$ cat src/rtl/adc_i2c_pkg.sv
`timescale 1ns/1ps
package adc_i2c_pkg;

   typedef enum logic [1:0] {SYM_START, SYM_BIT, SYM_STOP} sym_e;

   typedef enum logic [2:0] {SQ_IDLE, SQ_START, SQ_BYTE, SQ_WAIT, SQ_STOP} seq_e;

   localparam logic [6:0] DEV_ADDR    = 7'b0110110;
   localparam logic [7:0] ADDR_WR     = {DEV_ADDR, 1'b0};
   localparam logic [7:0] ADDR_RD     = {DEV_ADDR, 1'b1};
   localparam logic [7:0] SETUP_BYTE  = 8'b1101_0010;
   localparam logic [7:0] CONFIG_BYTE = 8'b0110_0001;

   // {scl pull-low, sda pull-low} for a symbol in a given quarter
   function automatic logic [1:0] line_drive(sym_e sym, logic [1:0] qtr, logic txb);
      logic [1:0] pull;
      pull = 2'b00;
      case (sym)
         SYM_START: begin
            case (qtr)
               2'd0, 2'd1: pull = 2'b00;
               2'd2:       pull = 2'b01;
               default:    pull = 2'b11;
            endcase
         end
         SYM_STOP: begin
            case (qtr)
               2'd0:    pull = 2'b11;
               2'd1:    pull = 2'b01;
               default: pull = 2'b00;
            endcase
         end
         default: begin
            pull[0] = ~txb;
            pull[1] = (qtr == 2'd0) || (qtr == 2'd3);
         end
      endcase
      return pull;
   endfunction

endpackage

$ cat src/rtl/adc_i2c_qtimer.sv
`timescale 1ns/1ps
module adc_i2c_qtimer #(
   parameter int QTR = 4
) (
   input  logic clk,
   input  logic rst_n,
   input  logic run,
   output logic tick
);
   localparam int CNT_W = (QTR > 1) ? $clog2(QTR) : 1;

   logic [CNT_W-1:0] cnt;

   assign tick = run && (cnt == CNT_W'(QTR - 1));

   always_ff @(posedge clk) begin
      if (!rst_n || !run || tick) cnt <= '0;
      else                        cnt <= cnt + CNT_W'(1);
   end
endmodule

$ cat src/rtl/adc_i2c_sync.sv
`timescale 1ns/1ps
module adc_i2c_sync #(
   parameter int STAGES = 2
) (
   input  logic clk,
   input  logic rst_n,
   input  logic d,
   output logic q
);
   generate
      if (STAGES == 0) begin : g_direct
         assign q = d;
      end else begin : g_chain
         logic [STAGES-1:0] chain;
         for (genvar i = 0; i < STAGES; i++) begin : g_stage
            always_ff @(posedge clk) begin
               if (!rst_n)      chain[i] <= 1'b1;
               else if (i == 0) chain[i] <= d;
               else             chain[i] <= chain[(i > 0) ? i - 1 : 0];
            end
         end
         assign q = chain[STAGES-1];
      end
   endgenerate
endmodule

$ cat src/rtl/adc_i2c_symbol.sv
`timescale 1ns/1ps
module adc_i2c_symbol
   import adc_i2c_pkg::*;
#(
   parameter int QTR = 4
) (
   input  logic clk,
   input  logic rst_n,
   input  logic req,
   input  sym_e sym,
   input  logic txb,
   input  logic rx_line,
   output logic fin,
   output logic rxb,
   output logic scl_oe,
   output logic sda_oe
);
   logic       act;
   sym_e       cur;
   logic       ctx;
   logic [1:0] qtr;
   logic [1:0] held;
   logic       tick;

   adc_i2c_qtimer #(.QTR(QTR)) u_tmr (
      .clk  (clk),
      .rst_n(rst_n),
      .run  (act),
      .tick (tick)
   );

   assign fin = act && tick && (qtr == 2'd3);

   always_ff @(posedge clk) begin
      if (!rst_n) begin
         act  <= 1'b0;
         cur  <= SYM_STOP;
         ctx  <= 1'b1;
         qtr  <= 2'd0;
         held <= 2'b00;
         rxb  <= 1'b1;
      end else if (!act) begin
         if (req) begin
            act <= 1'b1;
            cur <= sym;
            ctx <= txb;
            qtr <= 2'd0;
         end
      end else if (tick) begin
         if (qtr == 2'd1) rxb <= rx_line;
         if (qtr == 2'd3) begin
            act  <= 1'b0;
            held <= line_drive(cur, qtr, ctx);
         end
         qtr <= qtr + 2'd1;
      end
   end

   assign {scl_oe, sda_oe} = act ? line_drive(cur, qtr, ctx) : held;
endmodule

$ cat src/rtl/adc_i2c_master.sv
`timescale 1ns/1ps
module adc_i2c_master
   import adc_i2c_pkg::*;
#(
   parameter int CLK_HZ       = 200_000_000,
   parameter int SCL_HZ       = 400_000,
   parameter int CONV_PERIODS = 4,
   parameter int SAMPLE_W     = 10,
   parameter int SYNC_STAGES  = 2
) (
   input  logic                clk,
   input  logic                rst_n,
   input  logic                start,
   output logic                busy,
   output logic                done,
   output logic                nack_err,
   output logic [SAMPLE_W-1:0] result,
   output logic                scl_oe,
   output logic                sda_oe,
   input  logic                sda_i
);
   localparam int QTR    = CLK_HZ / (4 * SCL_HZ);
   localparam int WAIT_W = $clog2(CONV_PERIODS + 1);
   localparam int HI_W   = SAMPLE_W - 8;

   generate
      if (QTR < 2) begin : g_bad_div
         $error("quarter phase must span at least two clocks");
      end
      if (CONV_PERIODS < 1) begin : g_bad_conv
         $error("at least one conversion period required");
      end
      if (SAMPLE_W < 9 || SAMPLE_W > 16) begin : g_bad_width
         $error("sample width must lie in 9..16");
      end
   endgenerate

   seq_e              state;
   logic              rd_txn;
   logic              configured;
   logic              failed;
   logic [1:0]        byte_no;
   logic [3:0]        bit_no;
   logic [7:0]        shreg;
   logic [HI_W-1:0]   hi_keep;
   logic [WAIT_W-1:0] wait_cnt;
   logic              rx_byte;
   sym_e              sym;
   logic              txb;
   logic              fin;
   logic              rxb;
   logic              sda_s;

   adc_i2c_sync #(.STAGES(SYNC_STAGES)) u_sync (
      .clk  (clk),
      .rst_n(rst_n),
      .d    (sda_i),
      .q    (sda_s)
   );

   adc_i2c_symbol #(.QTR(QTR)) u_sym (
      .clk    (clk),
      .rst_n  (rst_n),
      .req    (state != SQ_IDLE),
      .sym    (sym),
      .txb    (txb),
      .rx_line(sda_s),
      .fin    (fin),
      .rxb    (rxb),
      .scl_oe (scl_oe),
      .sda_oe (sda_oe)
   );

   assign busy    = (state != SQ_IDLE);
   assign rx_byte = rd_txn && (byte_no != 2'd0);

   always_comb begin
      sym = SYM_BIT;
      txb = 1'b1;
      case (state)
         SQ_START: sym = SYM_START;
         SQ_STOP:  sym = SYM_STOP;
         SQ_BYTE: begin
            if (bit_no != 4'd8) txb = rx_byte ? 1'b1 : shreg[7];
            else                txb = rx_byte ? (byte_no == 2'd2) : 1'b1;
         end
         default: ;
      endcase
   end

   always_ff @(posedge clk) begin
      if (!rst_n) begin
         state      <= SQ_IDLE;
         rd_txn     <= 1'b0;
         configured <= 1'b0;
         failed     <= 1'b0;
         byte_no    <= 2'd0;
         bit_no     <= 4'd0;
         shreg      <= 8'd0;
         hi_keep    <= '0;
         wait_cnt   <= '0;
         done       <= 1'b0;
         nack_err   <= 1'b0;
         result     <= '0;
      end else begin
         done <= 1'b0;
         case (state)
            SQ_IDLE: if (start) begin
               state   <= SQ_START;
               rd_txn  <= configured;
               shreg   <= configured ? ADDR_RD : ADDR_WR;
               byte_no <= 2'd0;
               bit_no  <= 4'd0;
               failed  <= 1'b0;
            end
            SQ_START: if (fin) state <= SQ_BYTE;
            SQ_BYTE: if (fin) begin
               if (bit_no != 4'd8) begin
                  shreg  <= {shreg[6:0], rxb};
                  bit_no <= bit_no + 4'd1;
               end else begin
                  bit_no <= 4'd0;
                  if (!rx_byte && rxb) begin
                     failed   <= 1'b1;
                     nack_err <= 1'b1;
                     state    <= SQ_STOP;
                  end else if (!rd_txn) begin
                     if (byte_no == 2'd2) state <= SQ_STOP;
                     else begin
                        byte_no <= byte_no + 2'd1;
                        shreg   <= (byte_no == 2'd0) ? SETUP_BYTE : CONFIG_BYTE;
                     end
                  end else if (byte_no == 2'd0) begin
                     byte_no <= 2'd1;
                     state   <= SQ_WAIT;
                  end else if (byte_no == 2'd1) begin
                     hi_keep <= shreg[HI_W-1:0];
                     byte_no <= 2'd2;
                  end else begin
                     state <= SQ_STOP;
                  end
               end
            end
            SQ_WAIT: if (fin) begin
               if (wait_cnt == WAIT_W'(CONV_PERIODS - 1)) begin
                  wait_cnt <= '0;
                  state    <= SQ_BYTE;
               end else begin
                  wait_cnt <= wait_cnt + WAIT_W'(1);
               end
            end
            SQ_STOP: if (fin) begin
               if (failed) begin
                  state <= SQ_IDLE;
               end else if (!rd_txn) begin
                  configured <= 1'b1;
                  rd_txn     <= 1'b1;
                  shreg      <= ADDR_RD;
                  byte_no    <= 2'd0;
                  state      <= SQ_START;
               end else begin
                  result <= {hi_keep, shreg};
                  done   <= 1'b1;
                  state  <= SQ_IDLE;
               end
            end
            default: state <= SQ_IDLE;
         endcase
      end
   end
endmodule

$ cat config.mk
export PLATFORM = sky130hd
export DESIGN_NAME = adc_i2c_master
export DESIGN_NICKNAME = d
export VERILOG_FILES = /design/src/rtl/adc_i2c_pkg.sv /design/src/rtl/adc_i2c_qtimer.sv /design/src/rtl/adc_i2c_sync.sv /design/src/rtl/adc_i2c_symbol.sv /design/src/rtl/adc_i2c_master.sv
export SDC_FILE = /design/constraint.sdc
export NUM_CORES = 1
export LEC_CHECK = 0
export BUFFER_PORTS_ARGS = -buffer_cell sky130_fd_sc_hd__buf_4
export CAP_MARGIN = 10
export CORE_MARGIN = 5
export CORE_UTILIZATION = 40
export CTS_CLUSTER_DIAMETER = 150
export DETAILED_ROUTE_END_ITERATION = 16
export GPL_TIMING_DRIVEN = 1
export PLACE_DENSITY_LB_ADDON = 0.05
export SLEW_MARGIN = 20
export SYNTH_ARGS = -nofsm -noshare
export SYNTH_HDL_FRONTEND = slang
export SYNTH_SLANG_ARGS = --single-unit
$ cat constraint.sdc
create_clock -name clk -period 1.55 [get_ports clk]
set_input_delay 0.31 -clock clk [delete_from_list [all_inputs] [get_ports clk]]
set_output_delay 0.31 -clock clk [all_outputs]
set_load 0.01 [all_outputs]
### After elaboration in Yosys (flattened, before gate mapping)

Cells that the tools add are included.

| word-level totals | value |
|---|---|
| register bits after elaboration | 55 |
| output and inout bits | 15 |
| word-level logic and storage cells | 176 |

| operators by class | value |
|---|---|
| add/subtract/negate cells | 5 |
| equal/unequal tests | 32 |
| mux-type cells | 70 |
| bitwise gates (word level) | 10 |
| reductions and logical operators | 38 |

Operators with widths:

| kind | count |
|---|---|
| $mux W8 | 10 |
| $mux W3 | 13 |
| $mux W2 | 15 |
| $ne A2 B2 Y1 const B | 12 |
| $pmux W8 S3 | 1 |
| $mux W1 | 19 |
| $reduce_and A9 Y1 | 2 |
| $pmux W2 S2 | 4 |
| $reduce_and A4 Y1 | 4 |
| $pmux W3 S5 | 1 |
| $mux W4 | 3 |
| $ne A3 B3 Y1 const B | 4 |
| $ne A4 B4 Y1 const B | 3 |
| $not A1 Y1 | 10 |
| $reduce_and A10 Y1 | 1 |
| $eq A3 B2 Y1 const B | 3 |
| $reduce_and A3 Y1 | 3 |
| $eq A2 B2 Y1 const B | 4 |
| $pmux W4 S2 | 1 |
| $reduce_bool A2 Y1 | 4 |
| $add A7 B1 Y7 const B | 1 |
| $eq A7 B7 Y1 const B | 1 |
| $reduce_and A7 Y1 | 1 |
| $logic_not A2 Y1 | 3 |
| other kinds (18) | 32 |

### Logic depth before layout (Yosys ltp)

Gate-level depths: netlist of the first run.

| depth | value |
|---|---|
| depth in word-level cells | 8 |
| gate-level depth with buffers | 7 |

### Modules after synthesis

From an unflattened synthesis of the first run, not the netlist that was laid out.

| unflattened totals | value |
|---|---|
| cells, all modules | 325 |
| area, all modules | 2771.4 um^2 |

Modules (own cells, without submodules):

| module | instances | cells an instance | area an instance (um^2) | seq. area each (um^2) |
|---|---|---|---|---|
| adc_i2c_master | 1 | 231 | 1916.8 | 740.7 |
| adc_i2c_symbol | 1 | 54 | 490.5 | 180.2 |
| adc_i2c_qtimer | 1 | 36 | 311.5 | 140.1 |
| adc_i2c_sync | 1 | 4 | 52.6 | 40.0 |

### Worst setup path after synthesis of the first run

Ideal clock, no wire load.

| timing path | value |
|---|---|
| kind | reg2reg |
| start point | reg u_sym.u_tmr.cnt[0] |
| end point | reg shreg[2] |
| library setup time | 0.119 ns |
| arrival time | 1.549 ns |
| required time | 1.431 ns |
| path slack | -0.118 ns |
| stages on the path, launching flop included | 8 |
| buffers on the path | 1 |
| clock period less this slack | 1.668 ns |
| cell sequence | dfxtp_1 inv_1 ha_1 and3_1 buf_2 o2111a_1 o211a_1 o221a_2 |

| between the ends | value |
|---|---|
| cells in the longest elaborated chain, start to end | 6 |

RTL lines:

| what | line | RTL |
|---|---|---|
| start: declaration | adc_i2c_qtimer.sv:12 | `logic [CNT_W-1:0] cnt;` |
| start signal: assignment | adc_i2c_qtimer.sv:18 | `else cnt <= cnt + CNT_W'(1);` |
| $eq A7 B7 Y1 * | adc_i2c_qtimer.sv:14 | `assign tick = run && (cnt == CNT_W'(QTR - 1));` |
| $logic_and A1 B1 Y1 * | adc_i2c_qtimer.sv:14 |  |
| $logic_and A1 B1 Y1 * (2 in series) | adc_i2c_symbol.sv:32 | `assign fin = act && tick && (qtr == 2'd3);` |
| $ne A2 B2 Y1 (no line) | n/a |  |
| $reduce_and A9 Y1 (no line) * | n/a |  |
| end signal: assignment | adc_i2c_master.sv:111 | `shreg <= configured ? ADDR_RD : ADDR_WR;` |
| end signal: assignment | adc_i2c_master.sv:119 | `shreg <= {shreg[6:0], rxb};` |
| end signal: assignment | adc_i2c_master.sv:131 | `shreg <= (byte_no == 2'd0) ? SETUP_BYTE : CONFIG_BYTE;` |
| end: declaration | adc_i2c_master.sv:44 | `logic [7:0] shreg;` |

Every way passes the cells marked *; elsewhere a longest branch is shown, timed or not.
A chain may end at the register's enable or synchronous reset.

### Worst setup path after layout of the first run

| timing path | value |
|---|---|
| start point | reg u_sym.qtr[0] |
| end point | out scl_oe |

| between the ends | value |
|---|---|
| cells in the longest elaborated chain, start to end | 5 |

RTL lines:

| what | line | RTL |
|---|---|---|
| start: declaration | adc_i2c_symbol.sv:21 | `logic [1:0] qtr;` |
| start signal: assignment | adc_i2c_symbol.sv:55 | `qtr <= qtr + 2'd1;` |
| $eq A2 B1 Y1 / $logic_not A2 Y1 (equally long branches) | adc_i2c_pkg.sv:20, adc_i2c_pkg.sv:27, adc_i2c_pkg.sv:35 |  |
| $reduce_or A2 Y1 | adc_i2c_pkg.sv:20 | `case (qtr)` |
| $pmux W2 S2 | adc_i2c_pkg.sv:20 |  |
| $pmux W2 S2 * | adc_i2c_pkg.sv:18 | `case (sym)` |
| $mux W2 * | adc_i2c_symbol.sv:59 | `assign {scl_oe, sda_oe} = act ? line_drive(cur, qtr, ctx) : held;` |
| end: declaration | adc_i2c_master.sv:18 | `output logic scl_oe,` |

Marks and branches as above.

==> reports/summary.json, run 1 <==
{
  "cts_htree_levels": {"value": 2},
  "dieArea": {"value": 9280, "unit": "um^2"},
  "fin_hold_ws": {"value": 0.178, "unit": "ns"},
  "synth.distinct_cells": {"value": 60},
  "areaGrowthSynthToFinish": {"value": 39.0, "unit": "%"},
  "synth_enable_flop_cells": {"value": 0},
  "whs_path_depth": {"value": 2},
  "synth.net_count": {"value": 357},
  "run_status": {"value": "finished, violations left"},
  "worst_hold_path.endpoint": {"value": "u_sync.g_chain.chain[0]$_SDFF_PN1_"},
  "layout.nets": {"value": 425},
  "drt_wl_total": {"value": 8.04, "unit": "mm"},
  "max_slew_margin": {"value": 0.763},
  "synth_async_sr_flop_share": {"value": 0},
  "violations": {"value": "setup timing"},
  "p_total": {"value": 4.32, "unit": "mW"},
  "worst_skew_pair.late_latency": {"value": 0.31, "unit": "ns"},
  "initial_utilization": {"value": 0.411},
  "drc_errors": {"value": 0},
  "period_needed": {"value": 1.86, "unit": "ns"},
  "chipWidth": {"value": 96.3, "unit": "um"},
  "filler_cell_count": {"value": 668},
  "ant_nets": {"value": 0},
  "synthesis.yosys.warnings": {"value": 0},
  "pin_count_of_the_biggest_net_entering_global_routing": {"value": 22},
  "clkTransAtPathRegs": {"value": 0.10, "unit": "ns"},
  "place_inst": {"value": 490},
  "cts_inserted_buffers": {"value": 5},
  "synth_sequential_area_ratio": {"value": 0.369},
  "rsz0062_at_grt": {"value": "true"},
  "mostFrequentLayoutCells": {"value": "sky130_fd_sc_hd__buf_4, sky130_fd_sc_hd__dfxtp_1, sky130_fd_sc_hd__nor2_1, sky130_fd_sc_hd__nand2_1, sky130_fd_sc_hd__mux2i_1"},
  "dr.first_iter.drc_count": {"value": 105},
  "critical_path.max_fanout": {"value": 4},
  "critical_path.reg2reg.startpoint": {"value": "u_sym.qtr[0]$_SDFFE_PN0P_"},
  "postSynthCellCount": {"value": 339},
  "kind_of_critical_path": {"value": "reg2out"},
  "floorplan.core_area": {"value": 7250, "unit": "um^2"},
  "cp-end-kind": {"value": "output port"},
  "timing.reg2reg.setup_slack": {"value": -0.12, "unit": "ns"},
  "timing.max_cap.violations": {"value": 0},
  "floorplan.rows": {"value": 31},
  "tightest_slew": {"value": 0.351, "unit": "ns"},
  "holdCritStartpoint": {"value": "sda_i"},
  "ctsRootBufferMaster": {"value": "sky130_fd_sc_hd__clkbuf_8"},
  "n_antenna_cell": {"value": 0},
  "main_flop_type_after_synthesis": {"value": "sky130_fd_sc_hd__dfxtp_1"},
  "gr-total-overflow": {"value": 0},
  "setup_violations": {"value": 27},
  "tritoncts_clock_tree": {"value": "built"},
  "fin_setup_tns": {"value": -2.63, "unit": "ns"},
  "place.port_buffers": {"value": 18},
  "layout_commonest_cell": {"value": "sky130_fd_sc_hd__buf_4"},
  "timing.hold.worst.class": {"value": "in2reg"},
  "r2r.worst_path.cells": {"value": 8},
  "grt_first_pass_wirelength": {"value": 12.9, "unit": "mm"},
  "non_filler_instance_count_after_layout": {"value": 507},
  "layout-drive-gt1-share": {"value": 0.404},
  "grt_util_all_layers": {"value": 0.180},
  "grt_pass1_vias": {"value": 2500},
  "dp_worst_setup_slack": {"value": -0.164, "unit": "ns"},
  "power_per_cell_area": {"value": 1040, "unit": "nW/um^2"},
  "cp_arrival": {"value": 1.55, "unit": "ns"},
  "via_count": {"value": 2656},
  "drt_pass1_iterations": {"value": 5},
  "detail_route.vias_per_cell": {"value": 5.24},
  "required": {"value": 1.24, "unit": "ns"},
  "io-pin-count": {"value": 19},
  "antenna_found_initial": {"value": 0},
  "gp_routability_congestion": {"value": 0.857},
  "dpl-instance-area": {"value": 3590, "unit": "um^2"},
  "critPathLaunchType": {"value": "flip-flop"},
  "ys_ff_latch": {"value": 55},
  "fin_skew": {"value": 0.00575, "unit": "ns"},
  "chipHeight": {"value": 96.3, "unit": "um"},
  "period_share": {"value": 1.20},
  "clock_tree.buffer_depth": {"value": 2},
  "finalHoldViolations": {"value": 0},
  "fmaxAchievable": {"value": 0.537, "unit": "GHz"},
  "finish.utilization": {"value": 0.571},
  "synth.cell_area": {"value": 2980, "unit": "um^2"},
  "post-dp-hpwl": {"value": 5.70, "unit": "mm"},
  "final_setup_slack_of_the_worst_path": {"value": -0.312, "unit": "ns"},
  "rr_endpoint": {"value": "result[7]$_SDFFE_PN0P_"},
  "tritoncts_num_sinks": {"value": 55},
  "final_design_area_no_fill": {"value": 4140, "unit": "um^2"},
  "vdd.ir_drop.worst": {"value": 455, "unit": "uV"},
  "routedWlPerCell": {"value": 15.8, "unit": "um"},
  "postSynthAreaPerCell": {"value": 8.79, "unit": "um^2"},
  "drv_slew": {"value": 0},
  "power_leakage": {"value": 1.61, "unit": "nW"}
}
-- kinds of logic after synthesis --
logic type / after synthesis / share of synthesized area
muxes: 24 / 0.0810
and+or+nand+nor: 130 / 0.241
xor gates and xnor gates: 5 / 0.0147
AOI/OAI and AO/OA: 72 / 0.176
adders and majority gates: 14 / 0.0588
DFF: 55 / 0.369
buffers and inverters: 39 / 0.0584
-- repair_timing --
action / 4_1_cts / 5_1_grt
endpoints found under the setup margin: 34 / 43
pin swaps: 19 / 17
resized for setup: 50 / 48
buffers inserted: 5 / 4
hold buffers: 0 / 0
-- worst max-delay path by stage --
stage                            end                           from
6_report                      scl_oe      u_sym.qtr[0]$_SDFFE_PN0P_
5_1_grt                       scl_oe      u_sym.qtr[1]$_SDFFE_PN0P_
4_1_cts                       sda_oe      u_sym.qtr[1]$_SDFFE_PN0P_
3_5_place_dp                  scl_oe      u_sym.qtr[0]$_SDFFE_PN0P_
3_3_place_gp                  scl_oe      u_sym.qtr[0]$_SDFFE_PN0P_
2_1_floorplan  shreg[2]$_SDFFE_PN0P_  u_sym.u_tmr.cnt[0]$_SDFF_PP0_
-- per-layer routing --
| metal | GRT usage | part of all wire |
|---|---|---|
| met3 | 0.0281 | 0.029 |
| met1 | 0.267 | 0.51 |
| met4 | 0.0537 | 0.011 |
| met2 | 0.267 | 0.45 |
| met5 | 0 | 0 |
-- final cells by class --
type | instances | area [um^2] | share of cell area
repair buffers | 80 | 682 | 0.165
inverters | 20 | 80.1 | 0.0193
multi-input cells | 245 | 2030 | 0.490
well taps | 99 | 124 | 0.0299
clock buffers | 8 | 100 | 0.0242
flip-flops and latches | 55 | 1130 | 0.272
-- worst max-delay path, cell delays in order, from the launching register on --
cell	delay [ns]
sky130_fd_sc_hd__dfxtp_4	0.39
sky130_fd_sc_hd__inv_4	0.05
sky130_fd_sc_hd__ha_4	0.16
sky130_fd_sc_hd__mux2i_1	0.14
sky130_fd_sc_hd__mux2i_1	0.11
sky130_fd_sc_hd__mux2_4	0.28
sky130_fd_sc_hd__buf_6	0.12
-- registers in the layout (all words and copies together) (netlist names) --
signal,flops
result,10
shreg,8
u_sym.u_tmr.cnt,7
bit_no,4
state,3
wait_cnt,3
byte_no,2
hi_keep,2
u_sym.cur,2
u_sym.held,2
u_sym.qtr,2
configured,1
done,1
failed,1
nack_err,1
rd_txn,1
u_sym.act,1
u_sym.ctx,1
u_sym.rxb,1
u_sync.g_chain.chain,1
u_sync.q,1
-- synthesized netlist by cell type (5+ instances only) --
library cell | instances | area, um^2
sky130_fd_sc_hd__a21oi_1 | 20 | 100
sky130_fd_sc_hd__and2_1 | 6 | 37.5
sky130_fd_sc_hd__clkbuf_1 | 10 | 37.5
sky130_fd_sc_hd__dfxtp_1 | 55 | 1100
sky130_fd_sc_hd__ha_1 | 14 | 175
sky130_fd_sc_hd__inv_1 | 20 | 75.1
sky130_fd_sc_hd__mux2i_1 | 23 | 230
sky130_fd_sc_hd__nand2_1 | 25 | 93.8
sky130_fd_sc_hd__nand2b_1 | 6 | 37.5
sky130_fd_sc_hd__nand3_1 | 16 | 80.1
sky130_fd_sc_hd__nand3b_1 | 5 | 37.5
sky130_fd_sc_hd__nand4_1 | 5 | 31.3
sky130_fd_sc_hd__nor2_1 | 31 | 116
sky130_fd_sc_hd__nor3_1 | 6 | 30.0
sky130_fd_sc_hd__o21ai_0 | 9 | 45.0
sky130_fd_sc_hd__or2_2 | 6 | 37.5
-- where the power goes --
| group | leakage, nW | switching, mW | internal (mW) |
|---|---|---|---|
| Clock | 0.0515 | 0.459 | 0.409 |
| Sequential | 0.453 | 0.158 | 1.56 |
| Combinational | 1.11 | 0.884 | 0.852 |
| Total | 1.61 | 1.50 | 2.82 |
No activity file was read; power rests on OpenSTA's default activity.
==> run 2: changes to the inputs <==
Settings changed: ABC_AREA set to 1.
==> run 2 against run 1 <==
The run still ends with setup timing left. Clock skew rose by 0.0063 ns. Sequential share of layout area rose by 2.3 points. Final cell count grew 6.7%. Synthesized cell count up 11%. Die area shrank 4.4%.
==> reports/summary.json, run 2 <==
{
  "ant_nets": {"value": 0, "change": "unchanged"},
  "required": {"value": 1.24, "unit": "ns", "change": "about the same"},
  "synth_sequential_area_ratio": {"value": 0.389, "change": "was 0.369"},
  "finalHoldViolations": {"value": 0, "change": "unchanged"},
  "clock_tree.buffer_depth": {"value": 2, "change": "unchanged"},
  "number_of_flip_flops_in_the_largest_register": {"value": 10, "change": "unchanged"},
  "power_leakage": {"value": 1.65, "unit": "nW", "change": "was 1.61 nW"},
  "synth_top_cells_by_count": {"value": "sky130_fd_sc_hd__nand2_1, sky130_fd_sc_hd__dfxtp_1, sky130_fd_sc_hd__nor2_1", "change": "was sky130_fd_sc_hd__dfxtp_1, sky130_fd_sc_hd__nor2_1, sky130_fd_sc_hd__nand2_1"},
  "tightest_slew": {"value": 0.323, "unit": "ns", "change": "was 0.351 ns"},
  "critPathSlowestCell": {"value": "sky130_fd_sc_hd__dfxtp_4", "change": "unchanged"},
  "p_total": {"value": 6.42, "unit": "mW", "change": "was 4.32 mW"},
  "final_setup_slack_of_the_worst_path": {"value": -0.248, "unit": "ns", "change": "was -0.312 ns"},
  "layout_commonest_cell": {"value": "sky130_fd_sc_hd__buf_4", "change": "unchanged"},
  "cts_inserted_buffers": {"value": 5, "change": "unchanged"},
  "synth_top_area_share": {"value": 0.389, "change": "was 0.369"},
  "initial_utilization": {"value": 0.415, "change": "was 0.411"},
  "period_needed": {"value": 1.80, "unit": "ns", "change": "was 1.86 ns"},
  "kind_of_critical_path": {"value": "reg2out", "change": "unchanged"},
  "chipWidth": {"value": 94.2, "unit": "um", "change": "was 96.3 um"},
  "max_slew_margin": {"value": 0.783, "change": "was 0.763"},
  "fmaxAchievable": {"value": 0.556, "unit": "GHz", "change": "was 0.537 GHz"},
  "rsz0062_at_grt": {"value": "true", "change": "unchanged"},
  "synth_enable_flop_cells": {"value": 0, "change": "unchanged"},
  "layout.nets": {"value": 462, "change": "was 425"},
  "crit_path_frequent_cell": {"value": "sky130_fd_sc_hd__o211ai_1", "change": "was sky130_fd_sc_hd__mux2i_1"},
  "critical_path.max_fanout": {"value": 4, "change": "unchanged"},
  "place.port_buffers": {"value": 18, "change": "unchanged"},
  "via_count": {"value": 2565, "change": "was 2656"},
  "areaGrowthSynthToFinish": {"value": 33.8, "unit": "%", "change": "was 39.0%"},
  "gp_routability_congestion": {"value": 0.818, "change": "was 0.857"},
  "synth.cell_area": {"value": 2830, "unit": "um^2", "change": "was 2980 um^2"},
  "main_flop_type_after_synthesis": {"value": "sky130_fd_sc_hd__dfxtp_1", "change": "unchanged"},
  "synth_compound_area_frac": {"value": 0.153, "change": "was 0.176"},
  "holdCritStartpoint": {"value": "sda_i", "change": "unchanged"},
  "filler_cell_count": {"value": 693, "change": "was 668"},
  "synth_async_sr_flop_share": {"value": 0, "change": "unchanged"},
  "cp-end-kind": {"value": "output port", "change": "unchanged"},
  "drt_pass1_iterations": {"value": 4, "change": "was 5"},
  "vdd.ir_drop.worst": {"value": 729, "unit": "uV", "change": "was 455 uV"},
  "post-dp-hpwl": {"value": 4.86, "unit": "mm", "change": "was 5.70 mm"},
  "finish.utilization": {"value": 0.555, "change": "was 0.571"},
  "cp_arrival": {"value": 1.49, "unit": "ns", "change": "was 1.55 ns"},
  "non_filler_instance_count_after_layout": {"value": 541, "change": "was 507"},
  "worst_skew_pair.late_latency": {"value": 0.32, "unit": "ns", "change": "was 0.31 ns"},
  "pin_count_of_the_biggest_net_entering_global_routing": {"value": 23, "change": "was 22"},
  "grt_util_all_layers": {"value": 0.163, "change": "was 0.180"},
  "power_per_cell_area": {"value": 1690, "unit": "nW/um^2", "change": "was 1040 nW/um^2"},
  "routedWlPerCell": {"value": 12.7, "unit": "um", "change": "was 15.8 um"},
  "floorplan.core_area": {"value": 6830, "unit": "um^2", "change": "was 7250 um^2"},
  "period_share": {"value": 1.16, "change": "was 1.20"},
  "grt_first_pass_wirelength": {"value": 11.5, "unit": "mm", "change": "was 12.9 mm"},
  "place_inst": {"value": 517, "change": "was 490"},
  "postSynthCellCount": {"value": 376, "change": "was 339"},
  "register_ranked_first_by_flip_flop_count": {"value": "result", "change": "unchanged"},
  "dieArea": {"value": 8870, "unit": "um^2", "change": "was 9280 um^2"},
  "post-synth-top-area-cell": {"value": "sky130_fd_sc_hd__dfxtp_1", "change": "unchanged"},
  "synth_top_family_by_area": {"value": "simple AND/OR/NAND/NOR gates", "change": "unchanged"},
  "post_synth_mux_area_share": {"value": 0, "change": "was 0.0810"},
  "timing.hold.worst.class": {"value": "in2reg", "change": "unchanged"},
  "critical_path.startpoint": {"value": "u_sym.qtr[1]$_SDFFE_PN0P_", "change": "was u_sym.qtr[0]$_SDFFE_PN0P_"},
  "n_antenna_cell": {"value": 0, "change": "unchanged"},
  "setup_violations": {"value": 6, "change": "was 27"},
  "synth_adder_area_share": {"value": 0.0618, "change": "was 0.0588"},
  "fin_skew": {"value": 0.0121, "unit": "ns", "change": "was 0.00575 ns"},
  "chipHeight": {"value": 94.2, "unit": "um", "change": "was 96.3 um"},
  "synth-simple-area-share": {"value": 0.295, "change": "was 0.241"},
  "layout-drive-gt1-share": {"value": 0.337, "change": "was 0.404"},
  "tritoncts_num_sinks": {"value": 55, "change": "unchanged"},
  "synth.net_count": {"value": 394, "change": "was 357"},
  "tritoncts_clock_tree": {"value": "built", "change": "unchanged"},
  "dr.first_iter.drc_count": {"value": 85, "change": "was 105"},
  "ys_ff_latch": {"value": 55, "change": "unchanged"},
  "mostFrequentLayoutCells": {"value": "sky130_fd_sc_hd__buf_4, sky130_fd_sc_hd__nand2_1, sky130_fd_sc_hd__nor2_1, sky130_fd_sc_hd__dfxtp_1, sky130_fd_sc_hd__inv_1", "change": "was sky130_fd_sc_hd__buf_4, sky130_fd_sc_hd__dfxtp_1, sky130_fd_sc_hd__nor2_1, sky130_fd_sc_hd__nand2_1, sky130_fd_sc_hd__mux2i_1"},
  "synthesis.yosys.warnings": {"value": 0, "change": "unchanged"},
  "ctsRootBufferMaster": {"value": "sky130_fd_sc_hd__clkbuf_8", "change": "unchanged"},
  "drc_errors": {"value": 0, "change": "unchanged"},
  "cts_hold_repair.buffers": {"value": 0, "change": "unchanged"},
  "synthTopCellsByArea": {"value": "sky130_fd_sc_hd__dfxtp_1, sky130_fd_sc_hd__nand2_1, sky130_fd_sc_hd__nor2_1", "change": "was sky130_fd_sc_hd__dfxtp_1, sky130_fd_sc_hd__mux2i_1, sky130_fd_sc_hd__ha_1"},
  "synth-xor-area-share": {"value": 0.0124, "change": "was 0.0147"},
  "antenna_found_initial": {"value": 0, "change": "unchanged"},
  "reg.largest.list": {"value": "result (10), shreg (8), u_sym.u_tmr.cnt (7)", "change": "unchanged"},
  "timing.max_cap.violations": {"value": 0, "change": "unchanged"},
  "floorplan.rows": {"value": 30, "change": "was 31"},
  "yosysMostFrequentCell": {"value": "sky130_fd_sc_hd__nand2_1", "change": "was sky130_fd_sc_hd__dfxtp_1"},
  "drt_wl_total": {"value": 6.85, "unit": "mm", "change": "was 8.04 mm"},
  "critPathTopFamily": {"value": "flip-flops", "change": "was multiplexers"},
  "detail_route.vias_per_cell": {"value": 4.74, "change": "was 5.24"},
  "crit_path_cells": {"value": "inv_4, ha_2, o211ai_1, o211ai_1, nand2_1, o21ai_2, buf_4", "change": "was inv_4, ha_4, mux2i_1, mux2i_1, mux2_4, buf_6"},
  "critPathMaxStageDelay": {"value": 0.41, "unit": "ns", "change": "was 0.39 ns"},
  "critPathBufInv": {"value": 2, "change": "unchanged"},
  "run_status": {"value": "finished, violations left", "change": "unchanged"},
  "dp_worst_setup_slack": {"value": -0.0566, "unit": "ns", "change": "was -0.164 ns"},
  "violations": {"value": "setup timing", "change": "unchanged"},
  "io-pin-count": {"value": 19, "change": "unchanged"},
  "drv_slew": {"value": 0, "change": "unchanged"},
  "grt_pass1_vias": {"value": 2487, "change": "was 2500"},
  "gr-total-overflow": {"value": 0, "change": "unchanged"},
  "clkTransAtPathRegs": {"value": 0.11, "unit": "ns", "change": "was 0.10 ns"},
  "synth.distinct_cells": {"value": 38, "change": "was 60"},
  "fin_setup_tns": {"value": -0.523, "unit": "ns", "change": "was -2.63 ns"},
  "postSynthAreaPerCell": {"value": 7.54, "unit": "um^2", "change": "was 8.79 um^2"},
  "critical_path.reg2reg.startpoint": {"value": "u_sym.u_tmr.cnt[0]$_SDFF_PP0_", "change": "was u_sym.qtr[0]$_SDFFE_PN0P_"},
  "cts_htree_levels": {"value": 2, "change": "unchanged"},
  "critPathLaunchType": {"value": "flip-flop", "change": "unchanged"}
}
[run 2: cell count changes in the layout (fill, tap and decap cells not counted), sizes merged, moves of 6 or more]
cell    previous run  this run
a21oi             21        27
nor2              31        64
nand2b             6         0
nand3             17        25
o21ai             11        32
nand2             25        67
and2               6         0
mux2i             23         0
buf               80        68
inv               20        50
[run 2: report_power, final]
part	internal, mW	switching [mW]	total [mW]
sequential	1.69	0.224	1.91
combinational	1.49	2.14	3.63
clock	0.345	0.535	0.880
total	3.52	2.90	6.42
[run 2: area by class of cell]
class / count / area, um^2 / area share
multi-input cells: 266 / 1690 / 0.446
flip-flops and latches: 55 / 1120 / 0.295
repair buffers: 68 / 558 / 0.147
inverters: 48 / 203 / 0.0535
well taps: 96 / 120 / 0.0317
clock buffers: 5 / 68.8 / 0.0182
clock inverters: 3 / 33.8 / 0.00891
[run 2: final timing paths]
check / slack [ns] / endpoint / depth (start not counted)
setup / recovery: -0.25 / sda_oe / 7
hold / removal: 0.17 / u_sync.g_chain.chain[0]$_SDFF_PN1_ / 2
setup reg to reg: -0.02 / shreg[5]$_SDFFE_PN0P_ / 11
hold reg to reg: 0.42 / u_sync.q$_SDFF_PN1_ / 1
[run 2: logic make-up (layout without fill, tap and decap cells)]
logic type	Yosys count	in the layout
buffers and inverters	57	124
AND/OR/NAND/NOR	169	171
XOR/XNOR	4	4
adder cells (fa/ha/maj)	14	14
flip-flops	55	55
AO/OA/AOI/OAI	77	77
[run 2: repair_timing]
action,CTS,global route
resized for setup,21,57
gates cloned,2,0
pin swaps,9,20
setup endpoints to repair,15,37
buffers inserted,6,8
[run 2: stage by stage]
stage | hold slack [ns] | cell area (um^2)
after floorplan | 0.393 | 2830
after global placement | 0.398 | 3310
after detailed placement | 0.402 | 3310
after CTS | 0.165 | 3530
after global routing | 0.169 | 3790
final | 0.172 | 3790
[run 2: layer usage]
| layer | vias to the layer above | wire length (um) | global-route usage |
|---|---|---|---|
| li1 | 1363 | - | - |
| met1 | 1165 | 3280 | 0.202 |
| met2 | 33 | 3360 | 0.284 |
| met3 | 4 | 160 | 0.0353 |
| met4 | 0 | 45 | 0.0433 |
| met5 | - | 0 | 0 |
